File: src/rtl/xbar_pkg.sv
package xbar_pkg;

  typedef enum logic [0:0] {
    KEY_IDLE  = 1'b0,
    KEY_ARMED = 1'b1
  } key_state_e;

  // mapping register index that holds peripheral p
  function automatic int reg_of(int p, int fields_per_reg);
    return p / fields_per_reg;
  endfunction

  // lowest bit of peripheral p's field inside its register
  function automatic int field_lo(int p, int fields_per_reg, int stride);
    return (p % fields_per_reg) * stride;
  endfunction

  // number of registers needed for n fields
  function automatic int reg_count(int n, int fields_per_reg);
    return (n + fields_per_reg - 1) / fields_per_reg;
  endfunction

endpackage

File: src/rtl/xbar_key_guard.sv
module xbar_key_guard
  import xbar_pkg::*;
#(
  parameter int DATA_W = 16,
  parameter int ADDR_W = 4,
  parameter int KEY_ADDR = 15,
  parameter logic [DATA_W-1:0] KEY_A = 16'h4E2B,
  parameter logic [DATA_W-1:0] KEY_B = 16'hB1D4
) (
  input  logic              clk,
  input  logic              rst_n,
  input  logic              bus_we,
  input  logic [ADDR_W-1:0] bus_addr,
  input  logic [DATA_W-1:0] bus_wdata,
  output logic              unlocked,
  output logic              armed,
  output logic              key_wr,
  output logic              unlock_set,
  output logic              unlock_clr
);

  localparam logic [ADDR_W-1:0] KEY_SLOT = ADDR_W'(KEY_ADDR);

  key_state_e state_q, state_d;
  logic unlock_q;
  logic first_ok;

  assign key_wr     = bus_we && (bus_addr == KEY_SLOT);
  assign first_ok   = key_wr && (bus_wdata == KEY_A);
  assign unlock_set = key_wr && (bus_wdata == KEY_B) && (state_q == KEY_ARMED);
  assign unlock_clr = key_wr && !unlock_set;

  always_comb begin
    state_d = state_q;
    if (bus_we) state_d = first_ok ? KEY_ARMED : KEY_IDLE;
  end

  always_ff @(posedge clk or negedge rst_n) begin
    if (!rst_n) begin
      state_q  <= KEY_IDLE;
      unlock_q <= 1'b0;
    end else begin
      state_q <= state_d;
      if (unlock_set)      unlock_q <= 1'b1;
      else if (unlock_clr) unlock_q <= 1'b0;
    end
  end

  assign unlocked = unlock_q;
  assign armed    = (state_q == KEY_ARMED);

endmodule

File: src/rtl/xbar_map_regs.sv
module xbar_map_regs
  import xbar_pkg::*;
#(
  parameter int NUM_PERIPH = 8,
  parameter int SEL_W = 5,
  parameter int DATA_W = 16,
  parameter int ADDR_W = 4,
  parameter int FIELDS_PER_REG = 2,
  parameter int KEY_ADDR = 15
) (
  input  logic                              clk,
  input  logic                              rst_n,
  input  logic                              bus_we,
  input  logic [ADDR_W-1:0]                 bus_addr,
  input  logic [DATA_W-1:0]                 bus_wdata,
  input  logic                              unlocked,
  output logic [DATA_W-1:0]                 bus_rdata,
  output logic [NUM_PERIPH-1:0][SEL_W-1:0]  sel,
  output logic                              map_we
);

  localparam int STRIDE   = DATA_W / FIELDS_PER_REG;
  localparam int NUM_REGS = reg_count(NUM_PERIPH, FIELDS_PER_REG);

  logic map_hit;
  assign map_hit = (int'(bus_addr) < NUM_REGS);
  assign map_we  = bus_we && unlocked && map_hit;

  for (genvar p = 0; p < NUM_PERIPH; p++) begin : g_field
    localparam int RIDX = reg_of(p, FIELDS_PER_REG);
    localparam int LO   = field_lo(p, FIELDS_PER_REG, STRIDE);
    always_ff @(posedge clk or negedge rst_n) begin
      if (!rst_n)
        sel[p] <= '1;
      else if (map_we && (int'(bus_addr) == RIDX))
        sel[p] <= bus_wdata[LO +: SEL_W];
    end
  end

  always_comb begin
    bus_rdata = '0;
    if (int'(bus_addr) == KEY_ADDR) begin
      bus_rdata[0] = unlocked;
    end else begin
      for (int p = 0; p < NUM_PERIPH; p++) begin
        if (int'(bus_addr) == reg_of(p, FIELDS_PER_REG))
          bus_rdata[field_lo(p, FIELDS_PER_REG, STRIDE) +: SEL_W] = sel[p];
      end
    end
  end

endmodule

File: src/rtl/xbar_route.sv
module xbar_route #(
  parameter int NUM_PINS = 26,
  parameter int NUM_PERIPH = 8,
  parameter int SEL_W = 5,
  parameter logic IDLE_LVL = 1'b1
) (
  input  logic [NUM_PINS-1:0]               pins,
  input  logic [NUM_PERIPH-1:0][SEL_W-1:0]  sel,
  output logic [NUM_PERIPH-1:0]             route,
  output logic [NUM_PERIPH-1:0]             oor
);

  localparam logic [SEL_W:0] PIN_LIM = (SEL_W+1)'(NUM_PINS);

  for (genvar p = 0; p < NUM_PERIPH; p++) begin : g_mux
    assign oor[p]   = ({1'b0, sel[p]} >= PIN_LIM);
    assign route[p] = oor[p] ? IDLE_LVL : pins[sel[p]];
  end

endmodule

File: src/rtl/xbar_sync2.sv
module xbar_sync2 #(
  parameter int W = 8,
  parameter logic RST_VAL = 1'b1
) (
  input  logic         clk,
  input  logic         rst_n,
  input  logic [W-1:0] d,
  output logic [W-1:0] q
);

  logic [W-1:0] meta_q, stab_q;

  always_ff @(posedge clk or negedge rst_n) begin
    if (!rst_n) begin
      meta_q <= {W{RST_VAL}};
      stab_q <= {W{RST_VAL}};
    end else begin
      meta_q <= d;
      stab_q <= meta_q;
    end
  end

  assign q = stab_q;

endmodule

File: src/rtl/pin_input_xbar.sv
module pin_input_xbar #(
  parameter int NUM_PINS = 26,
  parameter int NUM_PERIPH = 8,
  parameter int SEL_W = 5,
  parameter int DATA_W = 16,
  parameter int ADDR_W = 4,
  parameter int FIELDS_PER_REG = 2,
  parameter int KEY_ADDR = 15,
  parameter logic [DATA_W-1:0] KEY_A = 16'h4E2B,
  parameter logic [DATA_W-1:0] KEY_B = 16'hB1D4
) (
  input  logic                  clk,
  input  logic                  rst_n,
  input  logic                  bus_we,
  input  logic [ADDR_W-1:0]     bus_addr,
  input  logic [DATA_W-1:0]     bus_wdata,
  output logic [DATA_W-1:0]     bus_rdata,
  input  logic [NUM_PINS-1:0]   rp_pins,
  output logic [NUM_PERIPH-1:0] periph_in
);

  logic unlocked, armed, key_wr, unlock_set, unlock_clr, map_we;
  logic [NUM_PERIPH-1:0][SEL_W-1:0] sel;
  logic [NUM_PERIPH*SEL_W-1:0]      sel_flat;
  logic [NUM_PERIPH-1:0]            route, oor;

  assign sel_flat = sel;

  xbar_key_guard #(
    .DATA_W(DATA_W), .ADDR_W(ADDR_W), .KEY_ADDR(KEY_ADDR),
    .KEY_A(KEY_A), .KEY_B(KEY_B)
  ) u_guard (
    .clk(clk), .rst_n(rst_n), .bus_we(bus_we), .bus_addr(bus_addr),
    .bus_wdata(bus_wdata), .unlocked(unlocked), .armed(armed),
    .key_wr(key_wr), .unlock_set(unlock_set), .unlock_clr(unlock_clr)
  );

  xbar_map_regs #(
    .NUM_PERIPH(NUM_PERIPH), .SEL_W(SEL_W), .DATA_W(DATA_W),
    .ADDR_W(ADDR_W), .FIELDS_PER_REG(FIELDS_PER_REG), .KEY_ADDR(KEY_ADDR)
  ) u_regs (
    .clk(clk), .rst_n(rst_n), .bus_we(bus_we), .bus_addr(bus_addr),
    .bus_wdata(bus_wdata), .unlocked(unlocked), .bus_rdata(bus_rdata),
    .sel(sel), .map_we(map_we)
  );

  xbar_route #(
    .NUM_PINS(NUM_PINS), .NUM_PERIPH(NUM_PERIPH), .SEL_W(SEL_W),
    .IDLE_LVL(1'b1)
  ) u_route (
    .pins(rp_pins), .sel(sel), .route(route), .oor(oor)
  );

  xbar_sync2 #(.W(NUM_PERIPH), .RST_VAL(1'b1)) u_sync (
    .clk(clk), .rst_n(rst_n), .d(route), .q(periph_in)
  );

endmodule

File: config.mk
export PLATFORM = sky130hd
export DESIGN_NAME = pin_input_xbar
export DESIGN_NICKNAME = d
export VERILOG_FILES = /design/src/rtl/xbar_pkg.sv /design/src/rtl/xbar_key_guard.sv /design/src/rtl/xbar_map_regs.sv /design/src/rtl/xbar_route.sv /design/src/rtl/xbar_sync2.sv /design/src/rtl/pin_input_xbar.sv
export SDC_FILE = /design/constraint.sdc
export NUM_CORES = 1
export LEC_CHECK = 0
export ABC_AREA = 1
export BUFFER_PORTS_ARGS = -buffer_cell sky130_fd_sc_hd__buf_2
export CAP_MARGIN = 20
export CORE_ASPECT_RATIO = 1.2
export CORE_MARGIN = 2
export CORE_UTILIZATION = 35
export CTS_BUF_LIST = sky130_fd_sc_hd__clkbuf_16
export DETAILED_ROUTE_END_ITERATION = 10
export PLACE_DENSITY = 0.67
export SETUP_SLACK_MARGIN = 0.5
export SYNTH_ARGS = -nofsm -noshare
export SYNTH_HDL_FRONTEND = slang
export SYNTH_SLANG_ARGS = --single-unit
export TNS_END_PERCENT = 20
File: constraint.sdc
create_clock -name clk -period 1.35 [get_ports clk]
set_clock_uncertainty 0.2 [all_clocks]
set_input_delay 0.0675 -clock clk [delete_from_list [all_inputs] [get_ports clk]]
set_output_delay 0.0675 -clock clk [all_outputs]
set_load 0.03 [all_outputs]
Word level (Yosys, flattened, before mapping)
Cells that the tools add are included.
- bits of input ports: 49
- flip-flop bits (word level): 58
- logic and storage cells: 88
- multiplexer cells: 38
- magnitude comparators: 17
- reduce and logical (&&, ||, !) cells: 14
- eq/ne operators: 7
- operators with widths (cell ; number):
    $lt 5x6->1 const B ; 8
    $mux 5 ; 9
    $bmux 1 s5 ; 8
    $ge 5x5->1 const B ; 8
    $mux 1 ; 20
    $eq 16x15->1 const B ; 1
    $eq 16x16->1 const B ; 1
    $logic_and 1x1->1 ; 11
    $eq 4x3->1 const B ; 2
    $eq 4x1->1 const B ; 1
    $eq 4x2->1 const B ; 1
    $eq 4x4->1 const B ; 1
    $logic_not 4->1 ; 1
    $lt 4x3->1 const B ; 1
    $mux 4 ; 1
    $reduce_bool 2->1 ; 1
    $logic_not 1->1 ; 1

Depth between registers and ports, before layout
Gate-level depths: netlist of the first run.
- depth in word-level cells: 8
- depth in mapped cells: 10
- depth with buffers taken out: 9

Cells and area by module
From an unflattened synthesis of the first run, not the netlist that was laid out.
- cell total of the unflattened synthesis: 837
- area total of the unflattened synthesis: 5097.4 um^2
- modules (own cells, without submodules) (module ; cells each ; area each (um^2) ; times used ; sequential area each (um^2)):
    xbar_route ; 500 ; 2230.9 ; 1 ; 0.0
    xbar_map_regs ; 277 ; 2188.3 ; 1 ; 1051.0
    xbar_sync2 ; 16 ; 420.4 ; 1 ; 420.4
    xbar_key_guard ; 44 ; 257.7 ; 1 ; 50.0

Worst setup path after synthesis of the first run
No wires, ideal clock.
- kind: register to output
- start point: reg u_regs.sel[5] (netlist name)
- end point: out bus_rdata[8]
- data arrival time: 1.373 ns
- slack: -0.290 ns
- path buffers: 2
- data required time: 1.082 ns
- stages on the path, launching flop included: 7
- cells stage by stage: dfstp_2 buf_4 inv_2 buf_6 o22ai_1 a21oi_1 nor2_1
- word-level cells in the longest chain between the ends: 5
- ends and longest elaborated chain (item ; RTL line ; source):
    start, declared ; xbar_map_regs.sv:18 ; output logic [NUM_PERIPH-1:0][SEL_W-1:0] sel,
    start signal, assigned by index ; xbar_map_regs.sv:36 ; sel[p] <= bus_wdata[LO +: SEL_W];
    $mux 5 (4 in a row) ; xbar_map_regs.sv:46 ; if (int'(bus_addr) == reg_of(p, FIELDS_PER_REG))
    $mux 5 ; xbar_map_regs.sv:42 ; if (int'(bus_addr) == KEY_ADDR) begin
    end, declared ; pin_input_xbar.sv:17 ; output logic [DATA_W-1:0] bus_rdata,
No other way between the ends.

Final worst setup path of the first run
Same ends and word-level chain as after synthesis.

==> impl_metrics.toml, run 1 <==
[status]
status = "complete, but fails checks"
violations = "design-rule violations, negative hold slack, negative setup slack"

[clocking]
clk_pin_slew_worst_paths_ns = 0.05
clockRootBuffer = "clkbuf_16"
cts-buffers-inserted = 9
cts.sinks = 58
insertion_delay_ns = 0.34
cts_tree = "built"
cts_hold_buf = 1
clk_path_buf_depth = 2
h-tree-depth = 3

[pwr]
vdd_drop_max_uv = 373
p_leak_nw = 3.67
power.total_w = 0.00473
powerDensity_mw_per_mm2 = 604

[setup_path]
cp_data_required_time_ns = 1.08
timing.rr.start = "u_regs.sel[6]"
critPathMaxStageDelay_ns = 0.57
r2r_setup_slack_ns = -0.25
crit_chain = "inv_6, o22ai_4, a21oi_2, nor2_4, buf_6"
cp-start-kind = "register"
crit_path_start = "u_regs.sel[5]"
critical_path_class = "reg -> out"
arrival_ns = 1.36
endpoint_kind = "output port"
cp_max_fo = 2
reg2reg_to = "u_sync.meta_q[1]"
ff2ff_path_depth = 9
crit_slowest_cell = "dfstp_2"

[timing]
finalSetupViolCount = 18
period_share = 1.21
fin_setup_tns_ns = -4.03
fin_ws_ns = -0.280
post-route-min-period_ns = 1.63
hold_violations = 43
slew_viol_final = 0
timing.hold.ws_ns = -0.222
max_freq_mhz = 614
grt_setup_unrepaired = "yes"

[route]
postRouteAntennaNets = 0
wl_per_cell_um = 16.9
drt_pass1_iterations = 8
vias = 6131
via_per_inst = 5.41
wl_um = 19200
drc = 7
drt-initial-drc-count = 393

[finish]
multi_input_area_mm2 = 0.00337
nets = 1007
final_util = 0.564
antenna_cells = 0
areaGrowthSynthToFinish_pct = 56.7
final_cells = 1134
regArea_mm2 = 0.00152
layout-drive-gt1-share = 0.469
fill_cells = 1254

[die]
die_h_um = 135
io_pins = 73
row_count = 47
die_w_um = 113
core_mm2 = 0.0139
floorplan.initialDensity = 0.360
die_area_mm2 = 0.0153

[synthesis]
syn_area_per_cell_um2 = 6.37
ys.warnings.count = 0
yosysUniqueCellTypes = 28
seq_area_frac_synth = 0.305
synthCells = 784
synth_area_mm2 = 0.00500
synth-seq-cells = 58

[min_path]
hold_path.class = "in -> reg"
hold_start = "bus_we"
whs_path_depth = 2
min_to = "u_guard.armed"

[placement]
dpl_worst_slack_ns = -0.170
port_buffers = 66
placed_cells = 1069
gp_congestion = 0.957
dp_hpwl_um = 12200

[global_route]
grt_max_degree = 59
grt_pass1_wl_um = 29000
globalRouteTotalUtil = 0.243
first_global_vias = 5584
antenna_found_initial = 0
gr-total-overflow = 0

[job]
drv_cap = 0
[cell families after synthesis]
family                 share of synthesized area
flip-flops                                 0.305
AO/OA/AOI/OAI                              0.109
buffers and inverters                      0.151
other                                   0.000751
AND/OR/NAND/NOR                            0.435
[flip-flops by register name, indices dropped and copies added (netlist names)]
signal            flops
u_guard.armed         1
u_guard.unlocked      1
u_regs.sel           40
u_sync.meta_q         8
u_sync.q              8
[metrics by stage]
step	instance area [um2]	hold WS, ns
2_1_floorplan	5170	-0.428
3_3_place_gp	6270	-0.0863
3_5_place_dp	6270	-0.0885
4_1_cts	7350	-0.233
5_1_grt	7830	-0.210
6_report	7830	-0.222
[final cells by class]
class,instances,area share
Timing Repair Buffer,206,0.264
Tap cell,171,0.0273
Clock inverter,7,0.00479
Sequential cell,58,0.194
Clock buffer,9,0.0288
Multi-Input combinational cell,588,0.430
Inverter,95,0.0506
[routing by layer]
layer | global-route usage | wire, um
met1 | 0.318 | 7650
met4 | 0.121 | 963
met2 | 0.389 | 8900
met3 | 0.0382 | 1680
met5 | 0 | 0
[Yosys cell counts, drive strengths merged]
master / count / area (um2)
o221ai: 1 / 8.76
conb: 1 / 3.75
dfstp: 56 / 1470
buf: 47 / 388
nand3: 173 / 881
a21oi: 24 / 120
dfrtp: 2 / 50.1
nor2: 15 / 80.1
clkbuf: 1 / 3.75
nand4: 13 / 81.3
nand2: 286 / 1110
nor4: 2 / 12.5
a31oi: 7 / 43.8
o22ai: 4 / 25.0
o21ai: 55 / 347
nor3: 2 / 10.0
inv: 95 / 364
[how the worst max path moves through the flow]
stage                       end  cells past startpoint
6_report           bus_rdata[8]                      5
3_5_place_dp   u_sync.meta_q[6]                      8
5_1_grt        u_sync.meta_q[0]                     10
4_1_cts            bus_rdata[1]                      4
3_3_place_gp   u_sync.meta_q[6]                      7
2_1_floorplan  u_sync.meta_q[4]                      9
[placed cells by master, fill, tap and decap left out, types with 3 or more instances in the layout]
master     instances
a21oi_1           19
a21oi_2            5
a31oi_4            6
buf_12            27
buf_16             3
buf_2             48
buf_4             81
buf_6             38
buf_8              4
clkbuf_16         13
clkinv_2           3
conb_1             6
dfstp_2           56
inv_1             77
inv_2              7
inv_4              8
inv_6              4
nand2_1          224
nand2_2           50
nand2_4           10
nand3_1          127
nand3_2           46
nand4_1           13
nor2_1            12
o21ai_0            6
o21ai_1           18
o21ai_2           30
[worst max-delay path, delay by kind of cell (launching register included)]
family / cells / cell delay [ns]
AOI/OAI and AO/OA: 2 / 0.16
buffers and inverters: 2 / 0.17
and+or+nand+nor: 1 / 0.12
DFF: 1 / 0.57
[timing repair]
item | 4_1_cts | 5_1_grt
pin swaps | 55 | 89
resized for setup | 142 | 77
endpoints found under the setup margin | 67 | 68
gates cloned | 2 | 5
hold endpoints to repair | 102 | 41
buffers inserted | 33 | 8
[where the power goes]
part	total [W]	switching [W]	internal, W
combinational	0.000859	0.000525	0.000334
sequential	0.00180	0.00000979	0.00179
clock	0.00207	0.000855	0.00122
Note: power is estimated with default switching activity, not from simulation.
==> run 2: changes to the inputs <==
--- a/config.mk
+++ b/config.mk
@@ -13,7 +13,7 @@
 export CORE_UTILIZATION = 35
 export CTS_BUF_LIST = sky130_fd_sc_hd__clkbuf_16
 export DETAILED_ROUTE_END_ITERATION = 10
-export PLACE_DENSITY = 0.67
+export PLACE_DENSITY = 0.54
 export SETUP_SLACK_MARGIN = 0.5
 export SYNTH_ARGS = -nofsm -noshare
 export SYNTH_HDL_FRONTEND = slang
==> run 2 against run 1 <==
  * Register-to-register slack improved by 0.02 ns
  * Maximum frequency down 1.4%
  * The run still ends with design-rule violations, negative hold slack, negative setup slack left
  * Critical path type unchanged
  * Critical endpoint is now bus_rdata[2]
  * Non-clock buffer count down 10
==> impl_metrics.toml, run 2 (same netlist as run 1, synthesis figures left out) <==
[placement]
dp_hpwl_um = 13200
gp_congestion = 0.903
port_buffers = 66

[setup_path]
timing.rr.start = "u_regs.sel[10]"
arrival_ns = 1.39
cp-start-kind = "register"
critPathMaxStageDelay_ns = 0.56
cp_num_cells = 4
critical_path_class = "reg -> out"
cp_data_required_time_ns = 1.08
r2r_setup_slack_ns = -0.23
endpoint_kind = "output port"
crit_slowest_cell = "dfstp_2"
crit_path_start = "u_regs.sel[32]"
cp_max_fo = 3
cp_top_family = "flip-flops"
reg2reg_to = "u_sync.meta_q[2]"
crit_path_end = "bus_rdata[2]"
crit_chain = "buf_6, nor2_2, a31oi_1, buf_4"
cp_num_buf_inv = 2
ff2ff_path_depth = 8

[clocking]
cts.sinks = 58
clk_pin_slew_worst_paths_ns = 0.06
cts_tree = "built"
cts-buffers-inserted = 9
h-tree-depth = 3
clockRootBuffer = "clkbuf_16"
insertion_delay_ns = 0.33
clk_path_buf_depth = 2

[status]
status = "complete, but fails checks"
violations = "design-rule violations, negative hold slack, negative setup slack"

[timing]
timing.hold.ws_ns = -0.231
post-route-min-period_ns = 1.65
finalSetupViolCount = 18
grt_setup_unrepaired = "yes"
fin_setup_tns_ns = -3.94
slew_viol_final = 0
fin_ws_ns = -0.303
max_freq_mhz = 605
hold_violations = 71
period_share = 1.22

[finish]
layout_commonest_cell = "nand2_1"
final_cell_mix = "nand2_1, nand3_1, buf_4"
nets = 997
antenna_cells = 0
regMostFlops = "u_regs.sel"
layout-drive-gt1-share = 0.442
areaGrowthSynthToFinish_pct = 49.8
largest_reg_flops = 40

[die]
die_w_um = 113
row_count = 47
floorplan.initialDensity = 0.360
io_pins = 73
core_mm2 = 0.0139
die_h_um = 135
die_area_mm2 = 0.0153

[route]
drt-initial-drc-count = 367
drt_pass1_iterations = 10
wl_um = 19200
vias = 5884
wl_per_cell_um = 17.1
drc = 4
via_per_inst = 5.23
postRouteAntennaNets = 0

[pwr]
p_leak_nw = 3.56
vdd_drop_max_uv = 446
powerDensity_mw_per_mm2 = 686
power.total_w = 0.00513

[global_route]
antenna_found_initial = 0
gr-total-overflow = 0
globalRouteTotalUtil = 0.247
grt_max_degree = 33
grt_pass1_wl_um = 29000
first_global_vias = 5505

[job]
drv_cap = 0

[min_path]
hold_path.class = "in -> async"
-- run 2: area by class of cell --
class | instances | area [um2]
Fill cell | 1352 | 6390
Multi-Input combinational cell | 588 | 3260
Timing Repair Buffer | 196 | 1770
Sequential cell | 58 | 1520
Inverter | 95 | 409
Clock buffer | 9 | 225
Tap cell | 171 | 214
Clock inverter | 7 | 85.1
-- run 2: how the worst min path moves through the flow --
stage / startpoint / end / slack [ns] / cells past startpoint
after floorplan: rst_n / u_guard.armed / -0.43 / 0
after global placement: bus_we / u_guard.armed / 0.10 / 2
after detailed placement: bus_we / u_guard.armed / 0.1 / 2
after CTS: rst_n / u_regs.sel[12] / -0.24 / 1
after global routing: bus_we / u_guard.armed / -0.22 / 2
final: rst_n / u_regs.sel[12] / -0.23 / 1
-- run 2: stage by stage --
step	setup slack, ns	hold slack [ns]	utilization	area (um2)	cells
after floorplan	-0.0939	-0.428	-	5170	789
after global placement	-0.201	0.103	0.443	6150	1070
after detailed placement	-0.191	0.0988	0.443	6150	1070
after CTS	-0.332	-0.239	0.503	6980	1115
after global routing	-0.348	-0.220	0.539	7480	1124
final	-0.303	-0.231	0.539	7480	1124
-- run 2: timing repair --
| action | CTS | global route |
|---|---|---|
| cloned | 1 | 2 |
| endpoints found under the hold margin | 71 | 55 |
| setup buffers | 28 | 7 |
| resized for setup | 91 | 105 |
| setup endpoints to repair | 67 | 67 |
| pin swaps | 37 | 87 |
-- run 2: where the power goes --
| part | switching [W] | internal (W) |
|---|---|---|
| registers | 0.0000101 | 0.00179 |
| clock network | 0.000882 | 0.00160 |
| logic | 0.000524 | 0.000329 |
| total | 0.00142 | 0.00371 |
-- run 2: routing by layer --
layer / wire length (um) / track usage / vias to the layer above
met1: 7980 / 0.323 / 2703
met3: 1500 / 0.0426 / 58
li1: - / - / 2862
met4: 694 / 0.108 / 0
met2: 9020 / 0.401 / 261
met5: 0 / 0 / -
